[config.mk]
export PLATFORM = sky130hd
export DESIGN_NAME = fp_operand_screen
export DESIGN_NICKNAME = d
export VERILOG_FILES = /design/src/rtl/fp_screen_pkg.sv /design/src/rtl/scr_fields.sv /design/src/rtl/scr_policy.sv /design/src/rtl/scr_hold.sv /design/src/rtl/fp_operand_screen.sv
export SDC_FILE = /design/constraint.sdc
export NUM_CORES = 1
export LEC_CHECK = 0
export CAP_MARGIN = 10
export CELL_PAD_IN_SITES_DETAIL_PLACEMENT = 0
export CELL_PAD_IN_SITES_GLOBAL_PLACEMENT = 1
export CORE_AREA = 2 2 77 79
export CTS_CLUSTER_SIZE = 28
export DETAILED_ROUTE_END_ITERATION = 8
export DIE_AREA = 0 0 79 81
export PLACE_DENSITY = 0.82
export SYNTH_ARGS = -nofsm -noshare
export SYNTH_HDL_FRONTEND = slang
export SYNTH_SLANG_ARGS = --single-unit
export TNS_END_PERCENT = 100
[constraint.sdc]
create_clock -name clk -period 6.59 [get_ports clk]
set_clock_uncertainty 0.1 [all_clocks]
set_input_delay 0.9885 -clock clk [delete_from_list [all_inputs] [get_ports clk]]
set_output_delay 0.9885 -clock clk [all_outputs]
set_load 0.01 [all_outputs]
[src/rtl/fp_screen_pkg.sv]
package fp_screen_pkg;
  localparam int OPND_W = 64;
  localparam int EXP_W  = 11;
  localparam int FRAC_W = 52;
  localparam int EXP_LSB = FRAC_W;
  localparam int SIGN_BIT = OPND_W - 1;

  typedef enum logic [1:0] {
    SCR_PLAIN = 2'd0,
    SCR_CMP   = 2'd1,
    SCR_SWC   = 2'd2,
    SCR_RSVD  = 2'd3
  } scr_mode_e;

  typedef struct packed {
    logic exp_zero;
    logic exp_ones;
    logic frac_nz;
    logic swc_denorm;
  } opnd_flags_t;

  typedef struct packed {
    logic trap;
    logic inv;
    logic swc;
    logic sticky;
  } scr_result_t;

  // Software-completion denormal test done arithmetically: doubling drops
  // the sign, and subtracting one makes zero wrap to all ones so it passes.
  function automatic logic swc_denorm_test(input logic [OPND_W-1:0] v);
    logic [OPND_W-1:0] t;
    logic [OPND_W-1:0] lim;
    t   = {v[OPND_W-2:0], 1'b0} - {{(OPND_W-1){1'b0}}, 1'b1};
    lim = ({{(OPND_W-1){1'b0}}, 1'b1} << (FRAC_W + 1)) - {{(OPND_W-1){1'b0}}, 1'b1};
    return t < lim;
  endfunction
endpackage

[src/rtl/scr_fields.sv]
module scr_fields
  import fp_screen_pkg::*;
(
  input  logic [OPND_W-1:0] operand,
  output opnd_flags_t       flags
);
  logic [EXP_W-1:0]  exp_f;
  logic [FRAC_W-1:0] frac_f;

  assign exp_f  = operand[EXP_LSB +: EXP_W];
  assign frac_f = operand[FRAC_W-1:0];

  assign flags.exp_zero   = (exp_f == '0);
  assign flags.exp_ones   = (exp_f == '1);
  assign flags.frac_nz    = (frac_f != '0);
  assign flags.swc_denorm = swc_denorm_test(operand);
endmodule

[src/rtl/scr_policy.sv]
module scr_policy
  import fp_screen_pkg::*;
(
  input  opnd_flags_t flags,
  input  logic [1:0]  mode,
  input  logic        flush_in,
  output scr_result_t res
);
  logic is_denorm;
  logic is_nan;

  assign is_denorm = flags.exp_zero & flags.frac_nz;
  assign is_nan    = flags.exp_ones & flags.frac_nz;

  always_comb begin
    res = '0;
    unique case (scr_mode_e'(mode))
      SCR_PLAIN: begin
        res.trap   = is_denorm | flags.exp_ones;
        res.inv    = is_denorm | flags.exp_ones;
        res.sticky = flags.exp_ones;
      end
      SCR_CMP: begin
        res.trap   = is_denorm | is_nan;
        res.inv    = is_denorm | is_nan;
        res.sticky = is_nan;
      end
      SCR_SWC: begin
        res.trap = flags.swc_denorm & ~flush_in;
        res.inv  = flags.swc_denorm & ~flush_in;
        res.swc  = flags.swc_denorm & ~flush_in;
      end
      default: res = '0;
    endcase
  end
endmodule

[src/rtl/scr_hold.sv]
module scr_hold #(
  parameter int W = 4
) (
  input  logic         clk,
  input  logic         rst_n,
  input  logic         load,
  input  logic [W-1:0] d,
  output logic [W-1:0] q
);
  always_ff @(posedge clk or negedge rst_n) begin
    if (!rst_n)    q <= '0;
    else if (load) q <= d;
  end
endmodule

[src/rtl/fp_operand_screen.sv]
module fp_operand_screen
  import fp_screen_pkg::*;
(
  input  logic        clk,
  input  logic        rst_n,
  input  logic        in_valid,
  input  logic [63:0] operand,
  input  logic [1:0]  mode,
  input  logic        flush_in,
  output logic        trap_c,
  output logic        inv_c,
  output logic        swc_c,
  output logic        sticky_c,
  output logic        trap_q,
  output logic        inv_q,
  output logic        swc_q,
  output logic        sticky_q
);
  localparam int RES_W = $bits(scr_result_t);

  opnd_flags_t flags;
  scr_result_t res_c;
  scr_result_t res_q;

  scr_fields u_fields (
    .operand (operand),
    .flags   (flags)
  );

  scr_policy u_policy (
    .flags    (flags),
    .mode     (mode),
    .flush_in (flush_in),
    .res      (res_c)
  );

  scr_hold #(.W(RES_W)) u_hold (
    .clk   (clk),
    .rst_n (rst_n),
    .load  (in_valid),
    .d     (res_c),
    .q     (res_q)
  );

  assign trap_c   = res_c.trap;
  assign inv_c    = res_c.inv;
  assign swc_c    = res_c.swc;
  assign sticky_c = res_c.sticky;
  assign trap_q   = res_q.trap;
  assign inv_q    = res_q.inv;
  assign swc_q    = res_q.swc;
  assign sticky_q = res_q.sticky;
endmodule

After elaboration in Yosys (flattened, before gate mapping) --
Index checks and enable logic that the tools add are counted.
Cells by class: add/subtract/negate cells 1, equal/unequal tests 3, reduce and logical (&&, ||, !) cells 3, bitwise logic cells 6, magnitude comparators 1, mux-type cells 3
Operators with widths (count):
- 64-bit by 53-bit < comparator with 1-bit output, second input constant | 1
- 64-bit by 1-bit subtractor with 64-bit output, second input constant | 1
- 52-bit nonzero test | 1
- 11-bit equality test, second input constant | 1
- 11-bit logical NOT | 1
- 2-bit case mux with 3 select lines | 1
- 1-bit AND | 3
- 2-bit by 1-bit equality test with 1-bit output, second input constant | 1
- 2-bit equality test, second input constant | 1
- 2-bit logical NOT | 1
- 1-bit OR | 2
- 1-bit case mux with 2 select lines | 1
- 1-bit two-way mux | 1
- 1-bit NOT | 1
Word-level totals: bits of input ports 70, flip-flop bits (word level) 4, logic and storage cells 18

Depth between registers and ports, before layout --
word-level depth 4, depth in mapped cells 12

By module --
Synthesis repeated with hierarchy kept, for this count alone.
Second synthesis, totals: cells, all modules 225, area, all modules 1525.2 sq um
Modules (own cells, without submodules):
- scr_fields | cells an instance 210, seq. area each 0.0 sq um, area an instance 1323.8 sq um, times used 1
- scr_hold | cells an instance 8, seq. area each 100.1 sq um, area an instance 145.1 sq um, times used 1
- scr_policy | cells an instance 7, seq. area each 0.0 sq um, area an instance 56.3 sq um, times used 1

Worst setup path after synthesis --
Ideal clock, no wire load.
path kind in2out, start input operand[0], end output trap_c, arrival 3.800 ns, setup slack 1.702 ns, data required time 5.501 ns, buffers on the path 2, stages on the path 12, path through inv_1 ha_1 or3b_2 or4_4 or4_1 buf_2 nor3_2 o2111a_1 nand2_1 o41ai_4 nand2_1 buf_4
Between the ends: cells in the longest elaborated chain, start to end 4, elaborated cells between the ends (all ways) 9, classes of those cells add/sub (1); order compare (1); mux (1); bitwise (5); reduce/logical (1)
RTL lines:
- start: declaration | line fp_operand_screen.sv:7 | input logic [63:0] operand,
- 64-bit by 1-bit subtractor with 64-bit output or 52-bit nonzero test (tied branches) | line fp_screen_pkg.sv:34, scr_fields.sv:15
- 64-bit by 53-bit < comparator with 1-bit output, or another cell as far along | line fp_screen_pkg.sv:36 | return t < lim;
- 1-bit AND, or another cell as far along | line scr_policy.sv:29 | res.trap = flags.swc_denorm & ~flush_in;
- 2-bit case mux with 3 select lines * | line scr_policy.sv:17 | unique case (scr_mode_e'(mode))
- end: declaration | line fp_operand_screen.sv:10 | output logic trap_c,
Mark *: on every way between the ends. The rest lies on a longest branch, timed or not.

Final worst setup path --
start input operand[1], end output trap_c
The elaborated chain is that of the path after synthesis.

==> flow_metrics.env <==
export IMPL_setup_worst_path_end_class="primary output"
export IMPL_synth_nets=320
export IMPL_flip_flop_count_of_the_largest_register_after_layout=3
export IMPL_critical_path_top_cell_by_count="sky130_fd_sc_hd__clkdlybuf4s50_1"
export IMPL_avgSynthCellArea_um2=6.70
export IMPL_rows=28
export IMPL_total_placed_instance_area_mm2=0.00253
export IMPL_cts_root_buffer="sky130_fd_sc_hd__clkbuf_8"
export IMPL_insertedDiodeCount=0
export IMPL_grtUsageTotal_pct=19.5
export IMPL_grt_antenna_before_repair=0
export IMPL_postLayoutCellArea_mm2=0.00257
export IMPL_synth_main_ff_cell="sky130_fd_sc_hd__dfrtp_1"
export IMPL_path_class="primary input to primary output"
export IMPL_critical_path_max_stage_delay_ns=0.64
export IMPL_syn_instance_count=249
export IMPL_ys_seq_elements=3
export IMPL_dpl_hpwl_mm=5.16
export IMPL_outcome="complete, no violations"
export IMPL_cts_hold_repair_buffers=0
export IMPL_floorplan_initialDensity_pct=29.4
export IMPL_fin_nets=399
export IMPL_htreeDepth=1
export IMPL_worst_hold_path_type="register to register"
export IMPL_syn_cell_area_mm2=0.00167
export IMPL_clockPowerShare_pct=30.2
export IMPL_cp_data_arrival_time_ns=4.95
export IMPL_min_delay_start="u_hold.q[0]$_DFFE_PN0P_"
export IMPL_synth_edf_count=0
export IMPL_grt_pass1_vias=2155
export IMPL_reg_top3="u_hold.q (3)"
export IMPL_yosysWarnings=0
export IMPL_cts_clk_slew_worst_paths_ns=0.03
export IMPL_peakVddDrop_mv=0.0939
export IMPL_global_route_wire_length_before_repair_mm=10.4
export IMPL_avg_vias_per_cell=5.82
export IMPL_cts_tree="yes"
export IMPL_fp_dieArea_mm2=0.00640
export IMPL_clk_latency_ns=0.21
export IMPL_period_share_pct=91.7
export IMPL_max_flop_register="u_hold.q"
export IMPL_net_switching_share_of_the_total_power_pct=33.8
export IMPL_drt_wirelength_per_cell_um=15.5
export IMPL_remaining_routing_drc_violations=0
export IMPL_layout_cell_share_with_drive_strength_beyond_1_pct=6.12
export IMPL_routed_wl_mm=6.23
export IMPL_synthToLayoutAreaGrowth_pct=54.0
export IMPL_crit_path_top_delay_cell="sky130_fd_sc_hd__or4_1"
export IMPL_detailedRoute_firstIterationViolations=144
export IMPL_worst_pin_slew_ns=0.839
export IMPL_num_fill_cells=616
export IMPL_post_cts_setup_buffers=0
export IMPL_cp_max_fo=6
export IMPL_ctsResizeCount=0
export IMPL_critical_path_cell_chain="clkdlybuf4s50_1 > inv_1 > ha_1 > or3b_2 > or4_4 > or4_1 > o31ai_1 > o311ai_1 > o41ai_4 > nand2_1 > clkdlybuf4s50_1"
export IMPL_cts_max_path_buffers=2
export IMPL_grt_overflow_total=0
export IMPL_grt_max_degree=13
export IMPL_max_clock_freq_mhz=166
export IMPL_cts_buffers_inserted=3
export IMPL_pwr_share_seq_pct=11.1
export IMPL_crit_start="operand[1]"
export IMPL_power_density_mw_per_mm2=67.5
export IMPL_first_pass_iters=4
export IMPL_setup_total_negative_slack_ns=0
export IMPL_core_region_area_mm2=0.00568
export IMPL_p_int_w=0.000115
export IMPL_combPwrFrac_pct=58.7
export IMPL_num_vias=2340
export IMPL_report_final_hold_viol_count=0
export IMPL_synth_async_sr_flop_share_pct=100
export IMPL_p_leak_nw=0.789
export IMPL_crit_required_ns=5.50
export IMPL_tritoncts_num_sinks=3
export IMPL_grt_setup_unrepaired="no"
export IMPL_post_synth_num_cell_types=61
export IMPL_finalWorstPathRequiredPeriod_ns=6.04
export IMPL_ys_seq_area_share_pct=4.50
export IMPL_die_x_um=79
export IMPL_gp_congestion=0.861
export IMPL_dieHeight_um=81
export IMPL_cp_bufs_invs=3
export IMPL_io_buffers=76
export IMPL_critical_path_top_delay_family="simple AND/OR/NAND/NOR gates"
export IMPL_maxCapViolCount=0
export IMPL_floorplan_io_pins=78
export IMPL_timing_hold_ws_ns=0.412
export IMPL_timing_max_slew_rel_slack_pct=43.5
export IMPL_critical_path_reg2reg_startpoint="u_hold.q[0]$_DFFE_PN0P_"
export IMPL_finalSetupViolations=0
export IMPL_critical_path_startpoint_type="primary input"
export IMPL_report_final_slew_viol_count=0
export IMPL_antenna_violating_nets_post_route=0
export IMPL_p_sw_w=0.0000587
-- routing by layer --
| layer | vias up | part of all wire [%] | GRT usage [%] |
|---|---|---|---|
| li1 | 1195 | - | - |
| met1 | 1088 | 49 | 28.7 |
| met2 | 55 | 46 | 31.1 |
| met3 | 2 | 4.9 | 2.78 |
| met4 | 0 | 0.43 | 2.07 |
| met5 | - | 0 | 0 |
-- metrics by stage --
step	total power, W	instances	setup WS, ns	utilization [%]
after global placement	0.000120	398	0.578	44.5
after floorplan	0.0000507	249	1.70	-
final	0.000174	402	0.550	45.3
after global routing	0.000187	402	0.313	45.3
after CTS	0.000175	402	0.536	45.3
after detailed placement	0.000120	398	0.537	44.5
-- cell families after synthesis --
logic type | count (synthesis) | share of synthesized area, %
adders and majority gates | 1 | 0.750
buffers and inverters | 15 | 3.90
AOI/OAI and AO/OA | 52 | 23.1
xor gates and xnor gates | 8 | 4.20
and+or+nand+nor | 166 | 61.1
DFF | 3 | 4.50
muxes | 4 | 2.47
-- power groups by stage --
| stage | clock (W) | combinational [W] | sequential [W] |
|---|---|---|---|
| after detailed placement | 0 | 0.000101 | 0.0000195 |
| after CTS | 0.0000547 | 0.000101 | 0.0000193 |
| after floorplan | 0 | 0.0000311 | 0.0000197 |
| after global routing | 0.0000570 | 0.000111 | 0.0000193 |
| final | 0.0000524 | 0.000102 | 0.0000193 |
| after global placement | 0 | 0.000101 | 0.0000195 |
-- placed cells by master, fill, tap and decap left out, types with 6 or more instances in the layout --
master	instances
sky130_fd_sc_hd__nand4_1	18
sky130_fd_sc_hd__clkdlybuf4s50_1	76
sky130_fd_sc_hd__nand3_1	9
sky130_fd_sc_hd__nor2_1	20
sky130_fd_sc_hd__nor4_1	24
sky130_fd_sc_hd__or4_1	11
sky130_fd_sc_hd__inv_1	8
sky130_fd_sc_hd__nor3_1	22
sky130_fd_sc_hd__nand4b_1	6
sky130_fd_sc_hd__nand2_1	15
sky130_fd_sc_hd__a21oi_1	8
-- cell usage after synthesis, types with 3 or more instances --
| library cell | n | area share [%] |
|---|---|---|
| sky130_fd_sc_hd__o31a_1 | 3 | 1.6 |
| sky130_fd_sc_hd__o22ai_1 | 5 | 1.9 |
| sky130_fd_sc_hd__mux2i_1 | 3 | 1.8 |
| sky130_fd_sc_hd__nor4_1 | 24 | 9.0 |
| sky130_fd_sc_hd__dfrtp_1 | 3 | 4.5 |
| sky130_fd_sc_hd__nand4b_1 | 6 | 3.1 |
| sky130_fd_sc_hd__nand2_1 | 15 | 3.4 |
| sky130_fd_sc_hd__and3b_1 | 3 | 1.6 |
| sky130_fd_sc_hd__nand3_1 | 9 | 2.7 |
| sky130_fd_sc_hd__a21oi_1 | 8 | 2.4 |
| sky130_fd_sc_hd__nor4b_1 | 3 | 1.6 |
| sky130_fd_sc_hd__nand4_1 | 18 | 6.7 |
| sky130_fd_sc_hd__o21ai_0 | 4 | 1.2 |
| sky130_fd_sc_hd__o21a_1 | 4 | 1.8 |
| sky130_fd_sc_hd__xor2_1 | 4 | 2.1 |
| sky130_fd_sc_hd__nor2_1 | 20 | 4.5 |
| sky130_fd_sc_hd__or3_1 | 5 | 1.9 |
| sky130_fd_sc_hd__nand2b_1 | 3 | 1.1 |
| sky130_fd_sc_hd__nor3b_1 | 3 | 1.3 |
| sky130_fd_sc_hd__and3_1 | 5 | 1.9 |
| sky130_fd_sc_hd__a211oi_1 | 3 | 1.3 |
| sky130_fd_sc_hd__a31oi_1 | 4 | 1.5 |
| sky130_fd_sc_hd__xnor2_1 | 4 | 2.1 |
| sky130_fd_sc_hd__or4_1 | 11 | 4.9 |
| sky130_fd_sc_hd__nor3_1 | 22 | 6.6 |
| sky130_fd_sc_hd__inv_1 | 8 | 1.8 |
| sky130_fd_sc_hd__clkbuf_1 | 4 | 0.90 |
-- layout make-up --
cell class	instances	area, um2	area share, %
multi-input cells	231	1530	59.5
well taps	75	93.8	3.65
flip-flops and latches	3	75.1	2.92
inverters	8	30.0	1.17
repair buffers	81	798	31.0
clock buffers	4	45.0	1.75
-- final timing paths --
check	slack, ns	depth (start not counted)	to
min in group asynchronous	0.86	1	u_hold.q[2]$_DFFE_PN0P_
worst max-delay path	0.55	11	trap_c
worst min register to register	0.41	1	u_hold.q[0]$_DFFE_PN0P_
worst min-delay path	0.41	1	u_hold.q[0]$_DFFE_PN0P_
worst max register to register	5.75	1	u_hold.q[0]$_DFFE_PN0P_
max in group asynchronous	5.39	1	u_hold.q[1]$_DFFE_PN0P_
Power figures use the tool's default switching activity.
